`src/rtl/slot_irq_merge.sv`:
```
module slot_irq_merge #(
  parameter int NSLOT = 3,
  parameter int NREQ  = 2
) (
  input  logic                   clk,
  input  logic                   rst_n,
  input  logic [NSLOT*NREQ-1:0]  req_i,
  input  logic                   cfg_we_i,
  input  logic [NSLOT*NREQ-1:0]  cfg_en_i,
  input  logic                   cfg_force_i,
  input  logic                   cfg_berr_en_i,
  input  logic                   berr_pulse_i,
  input  logic                   berr_clr_i,
  output logic                   irq_n_o,
  output logic [NSLOT*NREQ-1:0]  stat_req_o,
  output logic                   stat_berr_o
);
  localparam int NLINE = NSLOT * NREQ;

  logic [NLINE-1:0] meta_q, sync_q, en_q, hit;
  logic             force_q, berr_en_q, berr_q;

  always_ff @(posedge clk or negedge rst_n) begin
    if (!rst_n) begin
      meta_q <= '0;
      sync_q <= '0;
    end else begin
      meta_q <= req_i;
      sync_q <= meta_q;
    end
  end

  always_ff @(posedge clk or negedge rst_n) begin
    if (!rst_n) begin
      en_q      <= '0;
      force_q   <= 1'b0;
      berr_en_q <= 1'b0;
    end else if (cfg_we_i) begin
      en_q      <= cfg_en_i;
      force_q   <= cfg_force_i;
      berr_en_q <= cfg_berr_en_i;
    end
  end

  // set has priority over clear
  always_ff @(posedge clk or negedge rst_n) begin
    if (!rst_n)            berr_q <= 1'b0;
    else if (berr_pulse_i) berr_q <= 1'b1;
    else if (berr_clr_i)   berr_q <= 1'b0;
  end

  for (genvar s = 0; s < NSLOT; s++) begin : g_slot
    for (genvar k = 0; k < NREQ; k++) begin : g_line
      assign hit[s*NREQ+k] = sync_q[s*NREQ+k] & en_q[s*NREQ+k];
    end
  end

  assign irq_n_o     = ~(|hit | force_q | (berr_q & berr_en_q));
  assign stat_req_o  = sync_q;
  assign stat_berr_o = berr_q;

  p_berr_set_r7: assert property (@(posedge clk) disable iff (!rst_n)
    berr_pulse_i |=> stat_berr_o);

  p_berr_clr_r9: assert property (@(posedge clk) disable iff (!rst_n)
    (berr_clr_i && !berr_pulse_i) |=> !stat_berr_o);

  p_force_low_r6: assert property (@(posedge clk) disable iff (!rst_n)
    (cfg_we_i && cfg_force_i) |=> !irq_n_o);

  p_cfg_hold_r10: assert property (@(posedge clk) disable iff (!rst_n)
    !cfg_we_i |=> ($stable(en_q) && $stable(force_q) && $stable(berr_en_q)));

  p_sync_lag_r5: assert property (@(posedge clk) disable iff (!rst_n)
    1'b1 |=> (sync_q == $past(meta_q)));
endmodule

```
`config.mk`:
```
export PLATFORM = sky130hd
export DESIGN_NAME = slot_irq_merge
export DESIGN_NICKNAME = d
export VERILOG_FILES = /design/src/rtl/slot_irq_merge.sv
export SDC_FILE = /design/constraint.sdc
export NUM_CORES = 1
export LEC_CHECK = 0
export ABC_CLOCK_PERIOD_IN_PS = 1500
export BUFFER_PORTS_ARGS = -buffer_cell sky130_fd_sc_hd__buf_4
export CORE_MARGIN = 4
export CORE_UTILIZATION = 44
export DETAILED_ROUTE_END_ITERATION = 12
export PLACE_DENSITY = 0.71
export SLEW_MARGIN = 25
export SYNTH_ARGS = -nofsm -noshare
export SYNTH_HDL_FRONTEND = slang
export SYNTH_SLANG_ARGS = --single-unit
```
`constraint.sdc`:
```
create_clock -name clk -period 1.5 [get_ports clk]
set_input_delay 0.3 -clock clk [delete_from_list [all_inputs] [get_ports clk]]
set_output_delay 0.3 -clock clk [all_outputs]
set_load 0.05 [all_outputs]
```
==> results.yml <==
run_status:
  status: "finished, violations left"
  violations: "setup timing"
floorplan:
  die_h_um: 47.15
  initial_core_util: 0.4936
  pin_count: 27
  die_w_um: 47.15
  dieArea_sq_um: 2223
  core-area_sq_um: 1366
  row_count: 13
placed_design:
  port_buffers: 26
  place_congestion: 0.6913
  pre_cts_ws_ns: 0.01591
  dp.cells: 77
  dp_hpwl_um: 861.9
worst_setup_path:
  cp_data_required_time_ns: 1.20
  cp-end-kind: "output port"
  worstSetupStartpointType: "register"
  arrival_ns: 1.46
  worstPathMaxFanout: 2
  crit_type: "reg2out"
yosys:
  yosysTopAreaCell: "dfrtp_1"
  synth_area_per_cell_sq_um: 18.23
  netlist_top_cells_area: "dfrtp_1, mux2_2, a221oi_2, a22o_1, a21o_1"
  netlist.area_leader.share: 0.7792
  synth_nets: 56
  syn-cell-area_sq_um: 674.4
  synth_warnings: 0
  yosysUniqueCellTypes: 10
  ys_seq_area_frac: 0.7792
  syn_inst: 37
  ys_ff_latch: 21
routing:
  wl_per_cell_um: 13.84
  postRouteAntennaNets: 0
  dr.pass1.iters: 1
  wl_mm: 1.149
  drt-initial-drc-count: 0
  drcViolationCount: 0
  vias: 393
  viasPerCell: 4.735
timing:
  rsz0062_at_grt: "true"
  post-route-min-period_ns: 1.759
  skew_ns: 0.001120
  slew_headroom: 0.8312
  slew_violations: 0
  tightestPinTransition_ns: 0.2532
  finalHoldViolCount: 0
  holdWs_ns: 0.1059
  fin_crit_sh: 1.173
  finalSetupViolCount: 1
  fin_ws_ns: -0.2594
  fmax_ghz: 0.5684
power_and_ir_drop:
  power.switching_mw: 0.2571
  total_power_mw: 1.043
  max-vdd-ir-drop_uv: 797.0
  seqPwrFrac: 0.600
  swShare: 0.2464
  p_per_area_nw_per_um2: 1106
  pwr-share-clk: 0.246
  combPwrFrac: 0.154
  p_leak_nw: 0.4539
  intPower_mw: 0.7863
clock_network:
  cts_tree: "done"
  htree_levels: 1
  numCtsBuffers: 3
  clock_latency_ns: 0.29
  clk_pin_slew_ns: 0.11
  cts_buffer_depth: 2
  clkSinkCount: 21
  cts-root-buf: "clkbuf_4"
cells_and_area:
  nets: 88
  utilization: 0.6905
  diodes: 0
  final_cells: 83
  areaGrowthSynthToFinish_pct: 39.89
  layout-drive-gt1-share: 0.6324
grt:
  grt_first_pass_wirelength_mm: 1.731
  grt-ovfl-total: 0
  antenna_found_initial: 0
  grt_max_degree: 22
  grt_use_total: 0.1152
  grt_pass1_vias: 408
job:
  cap_violations: 0
min_path:
  hold_class: "in2reg"
==> through the flow <==
step / area (sq um) / TNS (ns)
2_1_floorplan: 681.9 / -0.001383
3_3_place_gp: 890.9 / 0
3_5_place_dp: 890.9 / 0
4_1_cts: 943.4 / -0.2831
5_1_grt: 943.4 / -0.3583
6_report: 943.4 / -0.2594
==> registers in the layout, indices dropped and copies added, names as in the netlist <==
register     flops
force_q          1
en_q             6
stat_req_o       6
meta_q           6
stat_berr_o      1
berr_en_q        1
==> cell type report <==
type                       count  area (sq um)
clock inverter                 1         5.005
multi-input combinational     14         145.1
tap                           15         18.77
clock buffer                   3         22.52
fill                         100         422.9
inverter                       1         3.754
sequential                    21         528.0
timing repair buffer          28         220.2
==> logic make-up (layout without fill, tap and decap cells) <==
group                  after synthesis  in the layout  synth area share
multiplexers                         8              8            0.1336
buffers and inverters                2             33           0.01297
AO/OA/AOI/OAI                        5              5           0.06493
AND/OR/NAND/NOR                      1              1          0.009282
flip-flops                          21             21            0.7792
==> cells in the mapped netlist, drive strengths merged <==
cell    count
a22o        1
a21oi       1
inv         1
dfrtp      21
a22oi       1
a21o        1
mux2        8
a221oi      1
and3        1
buf         1
==> layout by cell type (no fill, tap or decap) <==
cell type,n
a21oi_1,1
mux2_2,8
a22oi_1,1
buf_8,1
dfrtp_2,2
buf_4,26
and3_4,1
a21o_1,1
a221oi_2,1
clkbuf_4,3
a22o_1,1
clkinv_2,1
inv_1,1
dlygate4sd3_1,1
dfrtp_1,19
==> critical path: stages, from the launching register on <==
cell,delay [ns]
dfrtp_1,0.39
a22o_1,0.24
a221oi_2,0.18
and3_4,0.22
buf_8,0.14
==> power groups by stage <==
stage	Clock [mW]	Combinational [mW]	Sequential (mW)
finish	0.257	0.160	0.626
global route	0.293	0.172	0.631
CTS	0.271	0.164	0.626
detailed placement	0	0.154	0.638
global placement	0	0.151	0.636
floorplan	0	0.0473	0.669
==> layer usage <==
layer,GRT usage,wire [um],vias up
met5,0,0,-
met2,0.1951,594,17
met4,0.04972,6,0
met3,0.02682,100,2
met1,0.1404,448,184
li1,-,-,190
==> worst paths after layout <==
| kind | end | slack (ns) | from | cells past startpoint |
|---|---|---|---|---|
| min in group asynchronous | stat_req_o[1] | 0.40 | rst_n | 2 |
| hold / removal | meta_q[5] | 0.11 | req_i[5] | 1 |
| setup / recovery | irq_n_o | -0.26 | en_q[3] | 4 |
| max in group asynchronous | stat_req_o[5] | 0.88 | rst_n | 2 |
| setup reg to reg | en_q[3] | 0.62 | en_q[3] | 2 |
| hold reg to reg | stat_req_o[5] | 0.36 | meta_q[5] | 0 |
==> what timing repair did <==
item	4_1_cts	5_1_grt
setup buffers	1	0
endpoints found under the setup margin	1	1
gates resized for setup	2	0
hold endpoints to repair	21	0
pin swaps	0	1
hold buffers	1	0
No activity file was read; power rests on OpenSTA's default activity.
